<file path="src/rtl/tf_cfg_pkg.sv">
// Package: shared types and default geometry for the task-file
// configuration-bank unlock sequencer.
package tf_cfg_pkg;

    // Key detector states: idle, one key read seen, two or more seen.
    typedef enum logic [1:0] {
        DET_IDLE = 2'd0,
        DET_ONE  = 2'd1,
        DET_TWO  = 2'd2
    } det_state_t;

    localparam int TF_OFF_W  = 3;
    localparam int TF_DATA_W = 16;
    localparam int CFG_W     = 8;

    // Implemented configuration offsets: 0, 1, 3, 5, 6.
    localparam logic [7:0] CFG_IMPL_DEFAULT = 8'b0110_1011;

endpackage

</file>
<file path="src/rtl/tf_seq_detect.sv">
// Module: tf_seq_detect
// Watches task-file accesses for the key pattern and owns the bank-select
// flag. Assumes at most one of rd/wr per cycle, and one cycle per access.
// Idle cycles do not disturb the detector.
module tf_seq_detect
    import tf_cfg_pkg::*;
#(
    parameter int         OFF_W     = TF_OFF_W,
    parameter int         BYTE_W    = CFG_W,
    parameter int         KEY_RD    = 1,
    parameter int         KEY_WR    = 2,
    parameter logic [7:0] KEY_OPEN  = 8'h03,
    parameter logic [7:0] KEY_CLOSE = 8'h83
) (
    input  logic              clk,
    input  logic              rst_n,
    input  logic [OFF_W-1:0]  offset,
    input  logic              wide,
    input  logic              rd,
    input  logic              wr,
    input  logic [BYTE_W-1:0] wbyte,
    output logic              cfg_sel
);

    localparam logic [OFF_W-1:0] KRD = OFF_W'(KEY_RD);
    localparam logic [OFF_W-1:0] KWR = OFF_W'(KEY_WR);

    det_state_t state_q, state_d;
    logic       sel_d;
    logic       any_acc, is_key_rd, is_open, is_close;

    // Classify the current access against the key pattern.
    always_comb begin
        any_acc   = rd | wr;
        is_key_rd = rd && wide && (offset == KRD);
        is_open   = wr && !wide && (offset == KWR) && (wbyte == KEY_OPEN[BYTE_W-1:0]);
        is_close  = wr && !wide && (offset == KWR) && (wbyte == KEY_CLOSE[BYTE_W-1:0]);
    end

    // Next-state logic for the detector and the bank flag.
    always_comb begin
        state_d = state_q;
        sel_d   = cfg_sel;
        if (cfg_sel) begin
            state_d = DET_IDLE;
            if (is_close) sel_d = 1'b0;
        end else if (any_acc) begin
            unique case (state_q)
                DET_IDLE: state_d = is_key_rd ? DET_ONE : DET_IDLE;
                DET_ONE:  state_d = is_key_rd ? DET_TWO : DET_IDLE;
                DET_TWO: begin
                    if (is_open) begin
                        sel_d   = 1'b1;
                        state_d = DET_IDLE;
                    end else begin
                        state_d = is_key_rd ? DET_TWO : DET_IDLE;
                    end
                end
                default: state_d = DET_IDLE;
            endcase
        end
    end

    // State registers with synchronous reset.
    always_ff @(posedge clk) begin
        if (!rst_n) begin
            state_q <= DET_IDLE;
            cfg_sel <= 1'b0;
        end else begin
            state_q <= state_d;
            cfg_sel <= sel_d;
        end
    end

endmodule

</file>
<file path="src/rtl/tf_cfg_bank.sv">
// Module: tf_cfg_bank
// Hidden byte-wide configuration storage. One register per offset whose
// IMPL_MASK bit is set; other offsets read zero and drop writes.
// Writes are accepted only while en (bank selected) is high.
module tf_cfg_bank #(
    parameter int                    OFF_W     = 3,
    parameter int                    BYTE_W    = 8,
    parameter int                    DATA_W    = 16,
    parameter logic [(1<<OFF_W)-1:0] IMPL_MASK = '1
) (
    input  logic              clk,
    input  logic              rst_n,
    input  logic              en,
    input  logic [OFF_W-1:0]  offset,
    input  logic              wr,
    input  logic [BYTE_W-1:0] wbyte,
    output logic [DATA_W-1:0] rdata
);

    localparam int NREG = 1 << OFF_W;

    logic [BYTE_W-1:0] regs [NREG];

    for (genvar i = 0; i < NREG; i++) begin : g_slot
        if (IMPL_MASK[i]) begin : g_reg
            // Store the low write byte when this slot is addressed.
            always_ff @(posedge clk) begin
                if (!rst_n)
                    regs[i] <= '0;
                else if (en && wr && (offset == OFF_W'(i)))
                    regs[i] <= wbyte;
            end
        end else begin : g_hole
            assign regs[i] = '0;
        end
    end

    // Zero-extend the addressed byte onto the read bus.
    always_comb begin
        rdata = DATA_W'(regs[offset]);
    end

endmodule

</file>
<file path="src/rtl/tf_bank_route.sv">
// Module: tf_bank_route
// Steers strobes and read data between the normal task-file registers
// and the hidden configuration bank according to the bank flag.
module tf_bank_route #(
    parameter int DATA_W = 16
) (
    input  logic              cfg_sel,
    input  logic              rd,
    input  logic              wr,
    input  logic [DATA_W-1:0] nrm_rdata,
    input  logic [DATA_W-1:0] cfg_rdata,
    output logic              nrm_rd,
    output logic              nrm_wr,
    output logic [DATA_W-1:0] rd_data
);

    // Gate normal-bank strobes and pick the read source.
    always_comb begin
        nrm_rd  = rd & ~cfg_sel;
        nrm_wr  = wr & ~cfg_sel;
        rd_data = cfg_sel ? cfg_rdata : nrm_rdata;
    end

endmodule

</file>
<file path="src/rtl/tf_cfg_unlock.sv">
// Module: tf_cfg_unlock (top)
// Task-file port front end that opens a hidden configuration bank after
// a key access pattern and closes it on a restore write. Assumes
// single-cycle strobes, never rd and wr together, synchronous reset.
module tf_cfg_unlock
    import tf_cfg_pkg::*;
#(
    parameter int                       OFF_W     = TF_OFF_W,
    parameter int                       DATA_W    = TF_DATA_W,
    parameter int                       BYTE_W    = CFG_W,
    parameter logic [(1<<OFF_W)-1:0]    IMPL_MASK = CFG_IMPL_DEFAULT
) (
    input  logic              clk,
    input  logic              rst_n,
    input  logic [OFF_W-1:0]  tf_offset,
    input  logic              tf_wide,
    input  logic              tf_rd,
    input  logic              tf_wr,
    input  logic [DATA_W-1:0] tf_wdata,
    input  logic [DATA_W-1:0] nrm_rdata,
    output logic              nrm_rd,
    output logic              nrm_wr,
    output logic              cfg_sel,
    output logic [DATA_W-1:0] rd_data
);

    logic [BYTE_W-1:0]        wbyte;
    logic [DATA_W-1:0]        cfg_rdata;
    logic [DATA_W-BYTE_W-1:0] unused_wdata_hi;

    assign wbyte           = tf_wdata[BYTE_W-1:0];
    assign unused_wdata_hi = tf_wdata[DATA_W-1:BYTE_W];

    tf_seq_detect #(
        .OFF_W  (OFF_W),
        .BYTE_W (BYTE_W)
    ) u_detect (
        .clk     (clk),
        .rst_n   (rst_n),
        .offset  (tf_offset),
        .wide    (tf_wide),
        .rd      (tf_rd),
        .wr      (tf_wr),
        .wbyte   (wbyte),
        .cfg_sel (cfg_sel)
    );

    tf_cfg_bank #(
        .OFF_W     (OFF_W),
        .BYTE_W    (BYTE_W),
        .DATA_W    (DATA_W),
        .IMPL_MASK (IMPL_MASK)
    ) u_bank (
        .clk    (clk),
        .rst_n  (rst_n),
        .en     (cfg_sel),
        .offset (tf_offset),
        .wr     (tf_wr),
        .wbyte  (wbyte),
        .rdata  (cfg_rdata)
    );

    tf_bank_route #(
        .DATA_W (DATA_W)
    ) u_route (
        .cfg_sel   (cfg_sel),
        .rd        (tf_rd),
        .wr        (tf_wr),
        .nrm_rdata (nrm_rdata),
        .cfg_rdata (cfg_rdata),
        .nrm_rd    (nrm_rd),
        .nrm_wr    (nrm_wr),
        .rd_data   (rd_data)
    );

endmodule

</file>
<file path="config.mk">
export PLATFORM = sky130hd
export DESIGN_NAME = tf_cfg_unlock
export DESIGN_NICKNAME = d
export VERILOG_FILES = /design/src/rtl/tf_cfg_pkg.sv /design/src/rtl/tf_seq_detect.sv /design/src/rtl/tf_cfg_bank.sv /design/src/rtl/tf_bank_route.sv /design/src/rtl/tf_cfg_unlock.sv
export SDC_FILE = /design/constraint.sdc
export NUM_CORES = 1
export LEC_CHECK = 0
export BUFFER_PORTS_ARGS = -buffer_cell sky130_fd_sc_hd__buf_2
export CORE_ASPECT_RATIO = 0.5
export CORE_MARGIN = 1
export CORE_UTILIZATION = 25
export DETAILED_ROUTE_END_ITERATION = 12
export SYNTH_ARGS = -nofsm -noshare
export SYNTH_HDL_FRONTEND = slang
export SYNTH_HIERARCHICAL = 1
export SYNTH_SLANG_ARGS = --single-unit
</file>
<file path="constraint.sdc">
create_clock -name clk -period 1.5 [get_ports clk]
set_input_delay 0.075 -clock clk [delete_from_list [all_inputs] [get_ports clk]]
set_output_delay 0.075 -clock clk [all_outputs]
set_load 0.1 [all_outputs]
</file>
==> results.md, run 1 <==
* Actual transition at the worst max-transition pin at roughly 0.54 ns
* Post-CTS clock slew at the launch and capture registers of the worst setup and hold paths at 0.06 ns
* Share of the yosys chip area belonging to registers at 36.56%
* Hold bufs inserted after CTS at 0
* Largest net degree at the start of global routing at 25
* Buffer levels on the longest clock path at 2
* TritonCTS clock tree: yes
* Number of filler cells placed in the layout at 885
* Share of post-route cells with drive strength above 1 at between 40% and 50%
* Kind of critical path: flip-flop to primary output
* Overall die area at 9835 sq um
* Count of H-tree levels built during CTS at 2
* Fin Setup TNS at -1.414 ns
* Count of routing violations after the opening detailed-route iteration at 103
* Setup repair after global routing missed its margin: yes
* Number of global-route vias before repair at 1879
* Peak supply drop at 0.3385 mV
* Residual DRC count at 2
* Tot GR Track Use at 12.28%
* Diodes inserted at 0
* Power per unit of standard cell area at 879.7 nW/um^2
* Routed wire length at 5678 microns
* Path type of the worst min-delay path: input pin to flip-flop
* Worst EP arrival at 1.67 ns
* Area of the core at 8919 sq um
* Clock root buffer: sky130_fd_sc_hd__clkbuf_16
* Max Slew Vio Count at 0
* Final global-route overflow total at 0
* Final setup slack of the worst path at -0.2435 ns
* Number of endpoints failing setup at the final stage at 8
* Dominant cells by area after synthesis: sky130_fd_sc_hd__dfxtp_1, sky130_fd_sc_hd__mux2i_1, sky130_fd_sc_hd__nand2_1
* Distinct cell type count after synthesis at 39
* Clock Sink Count at 43
* Post-Syn Area per Cell at 9.853 sq um
* Prevailing post-synth register cell: sky130_fd_sc_hd__dfxtp_1
* Number of synthesized flops with an enable pin at 0
* Leakage power at 1.321 nW
* Initial core utilization at a little over a quarter
* Violated checks: design-rule violations, negative setup slack
* Via count at 1895
* First-pass GRT wire length at 9466 microns
* Run status: finished, violations left
* Data required time of the worst path at 1.42 ns
* Post-detailed-route wirelength per cell at between 10 and 15 microns
* Layout area overhead at 37.35%
* Global placement routability congestion at 0.7588
* Worst-case hold slack at 0.1358 ns
* Library cell occupying the most area in the post-synthesis netlist: sky130_fd_sc_hd__dfxtp_1
* Antenna-violating nets left at 0
* Total CTS buffers at 5
* Share of Yosys cell area claimed by the top area cell type at between 30 and 40%
* Number of port buffers at 50
* Clock latency on the worst-skew pair at between 0.2 and 0.3 ns
* Total number of placement rows at 24
* Die outline height at ~70 microns
* Number of antenna violations at the first check in global routing at 0
* Clk_skew at 0.003539 ns
* Share of synthesized flip-flops with an asynchronous set or reset at 0%
* Chip width at 139.3 microns
* Max Freq at roughly 570 MHz
* Time the final worst path needs with I/O delays and setup at 1.744 ns
* Final hold violation count at 0
* Post-layout net count at 342
* Number of violations of the max-capacitance limit at 0
* Element type at the critical path end: primary output
* Number of warnings printed during yosys synthesis at 6
* Final worst path period share at 116.2%
* Mean number of vias per cell at 4.512
* DP HPWL at approximately 4100 microns
* Largest fanout on the critical path at 2
* Number of detailed-route iterations in the first pass at 8
* Slew margin rel. at 64.14%
* Boundary pin count at 59
* Gate count of the mapped netlist at 239
* Number of flip-flops and latches in the synthesized netlist at 43
* Critical path launch point type: flip-flop
* Cell Area, Synth at roughly 2400 sq um
[layout by cell type, fill, tap and decap left out, drive strengths merged]
| cell | instances |
|---|---|
| mux2i | 42 |
| nor3 | 2 |
| conb | 8 |
| nand2 | 50 |
| mux2 | 22 |
| and2 | 1 |
| nor4 | 2 |
| o221a | 1 |
| o21ai | 1 |
| nand2b | 3 |
| and2b | 2 |
| a22oi | 6 |
| nand3 | 2 |
| clkinv | 1 |
| dfxtp | 43 |
| a21oi | 8 |
| nor2b | 6 |
| or3 | 1 |
| inv | 1 |
| a22o | 2 |
| nand3b | 2 |
| clkbuf | 9 |
| and4bb | 2 |
| buf | 69 |
| nor2 | 7 |
| a221oi | 6 |
| a221o | 2 |
| nor3b | 2 |
[critical path, cell delays in order (launching register included)]
cell,delay [ns]
sky130_fd_sc_hd__dfxtp_1,0.31
sky130_fd_sc_hd__mux2_2,0.27
sky130_fd_sc_hd__a221oi_2,0.29
sky130_fd_sc_hd__a21oi_2,0.07
sky130_fd_sc_hd__mux2_4,0.28
sky130_fd_sc_hd__buf_12,0.17
[sequential cells by signal, indices dropped and copies added, names as in the netlist]
signal            cells
u_bank/regs          40
u_detect/cfg_sel      1
u_detect/state_q      2
[final timing paths]
check | start | end | slack (ns) | cells past startpoint
max reg2reg | u_detect/cfg_sel$_SDFF_PN0_ | u_bank/regs[57]$_SDFFE_PN0P_ | 0.15 | 5
max | u_bank/regs[54]$_SDFFE_PN0P_ | rd_data[6] | -0.24 | 5
min reg2reg | u_bank/regs[55]$_SDFFE_PN0P_ | u_bank/regs[55]$_SDFFE_PN0P_ | 0.46 | 2
min | tf_rd | u_detect/state_q[1]$_SDFFE_PP0P_ | 0.14 | 4
[logic make-up (layout without fill, tap and decap cells)]
kind of cell	count (synthesis)	in the layout	share of synthesized area, %
multiplexers	64	64	29.65
buffers and inverters	23	80	6.960
other	1	8	0.1593
AND/OR/NAND/NOR	82	82	18.54
AO/OA/AOI/OAI	26	26	8.129
flip-flops	43	43	36.56
[layout make-up]
cell class	count	area [sq um]	share of cell area [%]
inverter	1	3.754	0.1161
timing repair buffer	71	618.1	19.11
multi-input combinational	180	1424	44.02
clock buffer	7	163.9	5.068
clock inverter	1	5.005	0.1547
tap	117	146.4	4.526
sequential	43	873.3	27.00
[power breakdown]
part | switching (W) | total [W] | internal (W)
clock | 0.000442 | 0.00120 | 0.000761
sequential | 0.000000290 | 0.00114 | 0.00114
combinational | 0.000329 | 0.000502 | 0.000173
total | 0.000772 | 0.00285 | 0.00207
[routing by layer]
| layer | vias to the layer above | routed length, microns | track usage (%) |
|---|---|---|---|
| met3 | 7 | 208 | 2.640 |
| met4 | 0 | 77 | 4.568 |
| met2 | 33 | 2668 | 20.83 |
| li1 | 956 | - | - |
| met5 | - | 0 | 0 |
| met1 | 899 | 2724 | 15.49 |
[synthesized netlist by cell type (2+ instances only)]
master	count
sky130_fd_sc_hd__nand2_1	50
sky130_fd_sc_hd__dfxtp_1	43
sky130_fd_sc_hd__mux2i_1	42
sky130_fd_sc_hd__mux2_2	14
sky130_fd_sc_hd__buf_4	9
sky130_fd_sc_hd__a21oi_1	8
sky130_fd_sc_hd__mux2_4	8
sky130_fd_sc_hd__a221oi_1	6
sky130_fd_sc_hd__a22oi_1	6
sky130_fd_sc_hd__nor2b_1	6
sky130_fd_sc_hd__nor2_1	4
sky130_fd_sc_hd__buf_2	3
sky130_fd_sc_hd__buf_6	3
sky130_fd_sc_hd__clkbuf_1	3
sky130_fd_sc_hd__a221o_1	2
sky130_fd_sc_hd__a22o_1	2
sky130_fd_sc_hd__and2b_2	2
sky130_fd_sc_hd__and4bb_2	2
sky130_fd_sc_hd__buf_1	2
sky130_fd_sc_hd__nand2b_1	2
sky130_fd_sc_hd__nor2_2	2
sky130_fd_sc_hd__nor3_1	2
sky130_fd_sc_hd__nor3b_2	2
[stage by stage]
step / power, W / worst slack (ns) / cells / util, % / cell area [sq um]
after floorplan: 0.001493 / 0.02048 / 246 / - / 2385
after global placement: 0.001648 / -0.1626 / 410 / 32.95 / 2939
after detailed placement: 0.001649 / -0.1617 / 410 / 32.95 / 2939
after CTS: 0.002864 / -0.2161 / 420 / 36.07 / 3217
after global routing: 0.002938 / -0.3099 / 420 / 36.27 / 3234
final: 0.002845 / -0.2435 / 420 / 36.27 / 3234
[repair_timing]
item	CTS	global route
cloned	0	0
pin swaps	4	3
setup endpoints to repair	14	11
hold endpoints to repair	0	0
resized for setup	22	11
buffers inserted	2	0
No activity file was read; power rests on OpenSTA's default activity.
==> inputs of run 2 (changes only) <==
BUFFER_PORTS_ARGS = -buffer_cell sky130_fd_sc_hd__buf_4   (was -buffer_cell sky130_fd_sc_hd__buf_2)
CAP_MARGIN = 20   (was not set)
==> run 2 against run 1 <==
The flow still finishes with violations (design-rule violations, negative setup slack). Critical path depth stayed put. Via count fell by 0.53%. Fmax about the same. Global-route usage about the same. Worst setup slack gained 0.0010 ns. Non-clock buffer count rose by 1. Clock power shrank 9%. Register-to-register slack got worse by 0.08 ns. Clock-buffer cell count stayed put. Hold slack lost 0.024 ns. Sequential power about the same. Critical path type unchanged.
==> results.md, run 2 (same netlist as run 1, synthesis figures left out) <==
* Antenna-violating nets left at 0
* Chip width at 139.3 microns
* Run status: finished, violations left
* Path type of the worst min-delay path: input pin to flip-flop
* Number of port buffers at 50
* Number of global-route vias before repair at 1900
* Diodes inserted at 0
* Violated checks: design-rule violations, negative setup slack
* TritonCTS clock tree: yes
* Number of endpoints failing setup at the final stage at 8
* Boundary pin count at 59
* Largest net degree at the start of global routing at 36
* Residual DRC count at 2
* Flip-flop count of the largest register, all copies and words added at 40
* Tot GR Track Use at between 10% and 20%
* Worst reg2reg setup slack at 0.07 ns
* Largest fanout on the critical path at 2
* Via count at 1885
* Time the final worst path needs with I/O delays and setup at approximately 1.7 ns
* Mean number of vias per cell at 4.477
* Most common cell after layout, fill and taps aside: sky130_fd_sc_hd__buf_4
* Area of the core at 8919 sq um
* Number of antenna violations at the first check in global routing at 0
* Count of routing violations after the opening detailed-route iteration at between 100 and 150
* Critical path cell sequence: mux2_2 -> a221oi_2 -> a21oi_1 -> mux2_4 -> buf_12
* Post-detailed-route wirelength per cell at 13.45 microns
* DP HPWL at 4041 microns
* Max Freq at 573.9 MHz
* Count of H-tree levels built during CTS at 2
* Power per unit of standard cell area at 840.3 nW/um^2
* Reg-to-reg critical path startpoint: u_detect/cfg_sel$_SDFF_PN0_
* Non-Filler Cell Area, Final at 3266 sq um
* Peak supply drop at 0.3655 mV
* Final worst path period share at 116.2%
* Critical path launch point type: flip-flop
* Hold bufs inserted after CTS at 0
* Sequential power share at 41.6%
* Cell with the largest stage delay on the worst path: sky130_fd_sc_hd__dfxtp_1
* Routed wire length at 5664 microns
* Layout area overhead at 38.68%
* Initial core utilization at 26.40%
* Clk_skew at 0.005941 ns
* Total number of placement rows at 24
* Stage delay of the slowest cell on the critical path at around 0.31 ns
* Share of power burned in combinational logic at about a fifth
* Fraction of power spent switching nets at around 27%
* Clk network pwr share at between 30% and 40%
* Depth of the most critical reg-to-reg path at 5
* Leakage power at 1.335 nW
* Worst-case hold slack at 0.1118 ns
* Post-CTS clock slew at the launch and capture registers of the worst setup and hold paths at around 0.060 ns
* Kind of critical path: flip-flop to primary output
* Crit path launch: u_bank/regs[38]$_SDFFE_PN0P_
* Area post-placement at 2909 sq um
* Non-filler instance count after layout at 421
* Clock root buffer: sky130_fd_sc_hd__clkbuf_16
* Overall die area at approximately 9800 sq um
* Reg with most FFs: u_bank/regs
* Number of violations of the max-capacitance limit at 0
* Capturing element of the worst setup path: rd_data[6]
* Buffer levels on the longest clock path at 2
* Final setup slack of the worst path at -0.2425 ns
* Die outline height at 70.63 microns
* Post-layout net count at 343
* Total CTS buffers at 5
* Clock latency on the worst-skew pair at 0.28 ns
* Commonest non-fill, non-tap cells in the layout: sky130_fd_sc_hd__buf_4, sky130_fd_sc_hd__nand2_1, sky130_fd_sc_hd__mux2i_1
* Global placement routability congestion at 0.7354
* Final global-route overflow total at 0
* Placed Instances at ~400
* Data required time of the worst path at 1.42 ns
* Fin Setup TNS at -1.349 ns
* Internal power at a little under 0.002 W
* First-pass GRT wire length at 9528 microns
* Element type at the critical path end: primary output
* Setup repair after global routing missed its margin: yes
* Max Slew Vio Count at 0
* Biggest regs: u_bank/regs: 40 flops, u_detect/state_q: 2 flops, u_detect/cfg_sel: 1 flops
* Share of post-route cells with drive strength above 1 at a little over two fifths
* Net Switching at roughly 0.00075 W
* Clock Sink Count at between 40 and 50
* Worst EP arrival at 1.67 ns
* Core occupancy in the finished layout at 36.62%
* Number of detailed-route iterations in the first pass at 8
* R2R Path End: u_bank/regs[58]$_SDFFE_PN0P_
* Final hold violation count at 0
run 2: layout make-up:
type	instances	area [sq um]
clock buffer	7	142.6
clock inverter	1	5.005
fill	877	5653
inverter	1	3.754
multi-input combinational	180	1420
sequential	43	874.6
tap	117	146.4
timing repair buffer	72	673.1
run 2: critical path: cells and delay by family, from the launching register on:
kind | cells | cell delay, ns
muxes | 2 | 0.56
buffers and inverters | 1 | 0.17
DFF | 1 | 0.31
AOI/OAI and AO/OA | 2 | 0.35
run 2: repair_timing:
item / 4_1_cts / 5_1_grt
buffers inserted: 2 / 0
pin swaps: 1 / 0
resized for setup: 37 / 10
endpoints found under the setup margin: 14 / 9
run 2: worst min-delay path by stage:
| stage | slack, ns | start | to | cells after the start |
|---|---|---|---|---|
| 6_report | 0.11 | tf_rd | u_detect/state_q[1]$_SDFFE_PP0P_ | 4 |
| 5_1_grt | 0.14 | tf_rd | u_detect/state_q[1]$_SDFFE_PP0P_ | 4 |
| 4_1_cts | 0.11 | tf_rd | u_detect/state_q[1]$_SDFFE_PP0P_ | 4 |
| 3_5_place_dp | 0.41 | tf_rd | u_detect/state_q[1]$_SDFFE_PP0P_ | 4 |
| 3_3_place_gp | 0.41 | tf_rd | u_detect/state_q[1]$_SDFFE_PP0P_ | 4 |
| 2_1_floorplan | 0.21 | rst_n | u_detect/cfg_sel$_SDFF_PN0_ | 1 |
run 2: per-stage QoR:
step | setup slack [ns] | total power, W
2_1_floorplan | 0.02048 | 0.001493
3_3_place_gp | -0.06975 | 0.001633
3_5_place_dp | -0.08642 | 0.001633
4_1_cts | -0.2088 | 0.002766
5_1_grt | -0.3148 | 0.002839
6_report | -0.2425 | 0.002744
run 2: metal layers:
metal | GRT usage, % | wire length (microns) | part of all wire [%]
met3 | 2.708 | 189 | 3.3
met5 | 0 | 0 | 0
met4 | 4.074 | 51 | 0.90
met2 | 19.32 | 2613 | 46
met1 | 16.62 | 2809 | 50
run 2: power by group through the flow:
stage | clock, W | sequential (W) | combinational [W]
6_report | 0.00109 | 0.00114 | 0.000516
3_3_place_gp | 0 | 0.00117 | 0.000467
5_1_grt | 0.00116 | 0.00114 | 0.000542
4_1_cts | 0.00111 | 0.00114 | 0.000516
3_5_place_dp | 0 | 0.00117 | 0.000467
2_1_floorplan | 0 | 0.00117 | 0.000327
==> inputs of run 3 (changes only) <==
ABC_AREA = 1   (was not set)
==> run 3 against run 2 <==
The run now ends clean. Synthesized area increased by 9.4%. Wire length is 21% higher. Sequential power about the same. Sequential share of layout area decreased by 0.60 points. Clock power decreased by 7%. Flip-flop and latch count is the same. Utilization decreased by 2.7 points. Power fell by 2.9%. Design area rose by 1.1%. Global-route usage up 1.2 points. Non-clock buffer count down 12. Largest cell class unchanged. Largest power group unchanged.
==> results.md, run 3 <==
* Run status: completed
* Routed wire length at 6878 microns
* Worst-case hold slack at around 0.039 ns
* Number of endpoints failing setup at the final stage at 0
* Critical path launch point type: flip-flop
* Number of global-route vias before repair at 2264
* Final global-route overflow total at 0
* DP HPWL at 5048 microns
* Library cell occupying the most area in the post-synthesis netlist: sky130_fd_sc_hd__dfxtp_1
* Prevailing post-synth register cell: sky130_fd_sc_hd__dfxtp_1
* Total CTS buffers at 5
* Area of the core at 9728 sq um
* Cell Area, Synth at 2575 sq um
* Depth of the most critical reg-to-reg path at 6
* Via count at 2600
* Share of post-route cells with drive strength above 1 at 22.00%
* Count of H-tree levels built during CTS at 2
* Share of the yosys chip area belonging to registers at 33.43%
* Diodes inserted at 0
* Most frequent cell after synthesis: sky130_fd_sc_hd__nand2_1
* Commonest non-fill, non-tap cells in the layout: sky130_fd_sc_hd__nand2_1, sky130_fd_sc_hd__nor2_1, sky130_fd_sc_hd__buf_4
* Residual DRC count at 0
* Post-Place Setup Slack at about 0.086 ns
* Leakage power at ~1.6 nW
* Die outline height at 73.77 microns
* Share of Yosys cell area claimed by the top area cell type at between 30 and 40%
* Max Slew Vio Count at 0
* Largest net degree at the start of global routing at 43
* Top cells by count, synth: sky130_fd_sc_hd__nand2_1, sky130_fd_sc_hd__nor2_1, sky130_fd_sc_hd__dfxtp_1
* Number of detailed-route iterations in the first pass at 4
* Peak supply drop at about 0.40 mV
* Time the final worst path needs with I/O delays and setup at about 1.4 ns
* Boundary pin count at 59
* Pwr Total at 0.002665 W
* Number of filler cells placed in the layout at approximately 1.1k
* Worst reg2reg setup slack at 0.20 ns
* Distinct cell type count after synthesis at 23
* Initial core utilization at 26.47%
* Chip width at between 100 and 150 microns
* Number of flip-flops and latches in the synthesized netlist at between 40 and 50
* Layout area overhead at 28.23%
* Clock root buffer: sky130_fd_sc_hd__clkbuf_16
* Mean number of vias per cell at 4.153
* Number of violations of the max-capacitance limit at 0
* Reg with most FFs: u_bank/regs
* R2R Path End: u_bank/regs[17]$_SDFFE_PN0P_
* Post-detailed-route wirelength per cell at 10.99 microns
* Most common cell after layout, fill and taps aside: sky130_fd_sc_hd__nand2_1
* Worst EP arrival at 1.35 ns
* Largest fanout on the critical path at 23
* Number of port buffers at 50
* Total number of placement rows at 25
* Buffer levels on the longest clock path at 2
* Overall die area at 10730 sq um
* First-pass GRT wire length at 11220 microns
* Post-Syn Area per Cell at 5.839 sq um
* Flip-flop count of the largest register, all copies and words added at 40
* Count of routing violations after the opening detailed-route iteration at 133
* Tot GR Track Use at 13.46%
* Clock latency on the worst-skew pair at 0.28 ns
* Data required time of the worst path at 1.42 ns
* Gate count of the mapped netlist at 441
* Post-CTS clock slew at the launch and capture registers of the worst setup and hold paths at 0.06 ns
* Global placement routability congestion at approximately 0.82
* Element type at the critical path end: primary output
* Biggest regs: u_bank/regs: 40 flops, u_detect/state_q: 2 flops, u_detect/cfg_sel: 1 flops
* Clock Sink Count at 43
* Number of antenna violations at the first check in global routing at 0
* Final setup slack of the worst path at 0.07621 ns
* Reg-to-reg critical path startpoint: u_detect/cfg_sel$_SDFF_PN0_
* Setup repair after global routing missed its margin: no
* Origin of the worst min-delay path: tf_wdata[3]
* Post-layout net count at 531
* Share of synthesized flip-flops with an asynchronous set or reset at 0%
* Reg area at around 860 sq um
* TritonCTS clock tree: yes
* Dominant cells by area after synthesis: sky130_fd_sc_hd__dfxtp_1, sky130_fd_sc_hd__nand2_1, sky130_fd_sc_hd__nor2_1
* Instance count along the most critical hold path at 3
* Max Freq at ~700 MHz
* Antenna-violating nets left at 0
* Number of synthesized flops with an enable pin at 0
* Clk_skew at 0.004482 ns
* Final worst path period share at 94.92%
* Path type of the worst min-delay path: input pin to flip-flop
* Hold Path End: u_bank/regs[59]$_SDFFE_PN0P_
* Number of warnings printed during yosys synthesis at 6
* Final hold violation count at 0
* Power per unit of standard cell area at ~810 nW/um^2
* Kind of critical path: flip-flop to primary output
* Area used by multi-input combinational logic at between 1000 and 1500 sq um
[run 3: cell types whose count changed after synthesis, sizes merged, moves of 22 or more]
cell / delta
nand2: +124
nor2: +98
mux2i: -42
mux2: -22
inv: +39
nand3: +42
[run 3: cells by family after synthesis]
family	Yosys count	share of synthesized area (%)
buffers and inverters	64	12.39
AND/OR/NAND/NOR	326	52.67
AO/OA/AOI/OAI	7	1.360
flip-flops	43	33.43
other	1	0.1456
[run 3: per-layer routing]
metal | GRT usage [%] | vias up | part of all wire [%]
li1 | - | 1404 | -
met1 | 18.06 | 1113 | 48
met2 | 21.85 | 79 | 43
met3 | 3.168 | 4 | 8.0
met4 | 3.509 | 0 | 0.86
met5 | 0 | - | 0
[run 3: worst max-delay path, cell delays in order, from the launching register on]
cell and delay [ns]:
sky130_fd_sc_hd__dfxtp_4 0.34, sky130_fd_sc_hd__buf_6 0.17, sky130_fd_sc_hd__inv_6 0.14, sky130_fd_sc_hd__nand2_1 0.08, sky130_fd_sc_hd__nand2_2 0.05, sky130_fd_sc_hd__buf_4 0.28
[run 3: power by group]
part | total [W] | internal [W] | switching, W
Clock | 0.00101 | 0.000609 | 0.000405
Combinational | 0.000510 | 0.000151 | 0.000359
Sequential | 0.00114 | 0.00114 | 0.000000394
[run 3: timing repair]
action / CTS / global route
resized for setup: 2 / 14
setup endpoints to repair: 2 / 16
pin swaps: 0 / 0
hold buffers: 0 / 0
buffers inserted: 0 / 0
[run 3: metrics by stage]
step	util [%]	area [sq um]	setup TNS [ns]	instances
after floorplan	-	2646	-0.2707	448
after global placement	32.00	3113	0	619
after detailed placement	32.00	3113	0	619
after CTS	33.44	3253	0	626
after global routing	33.94	3302	0	626
final	33.94	3302	0	626
[run 3: layout make-up]
class / count / area share (%)
timing repair buffer: 60 / 15.73
sequential: 43 / 26.18
clock buffer: 7 / 4.017
inverter: 40 / 4.699
tap: 135 / 5.116
multi-input combinational: 341 / 44.26
[run 3: worst max-delay path by stage]
stage / start / slack, ns / endpoint
floorplan: u_detect/cfg_sel$_SDFF_PN0_ / -0.14 / nrm_rd
global placement: tf_offset[0] / 0.1 / rd_data[3]
detailed placement: tf_offset[0] / 0.09 / rd_data[3]
CTS: u_detect/cfg_sel$_SDFF_PN0_ / 0.001 / rd_data[0]
global route: u_bank/regs[37]$_SDFFE_PN0P_ / 0.006 / rd_data[5]
finish: u_detect/cfg_sel$_SDFF_PN0_ / 0.08 / rd_data[10]
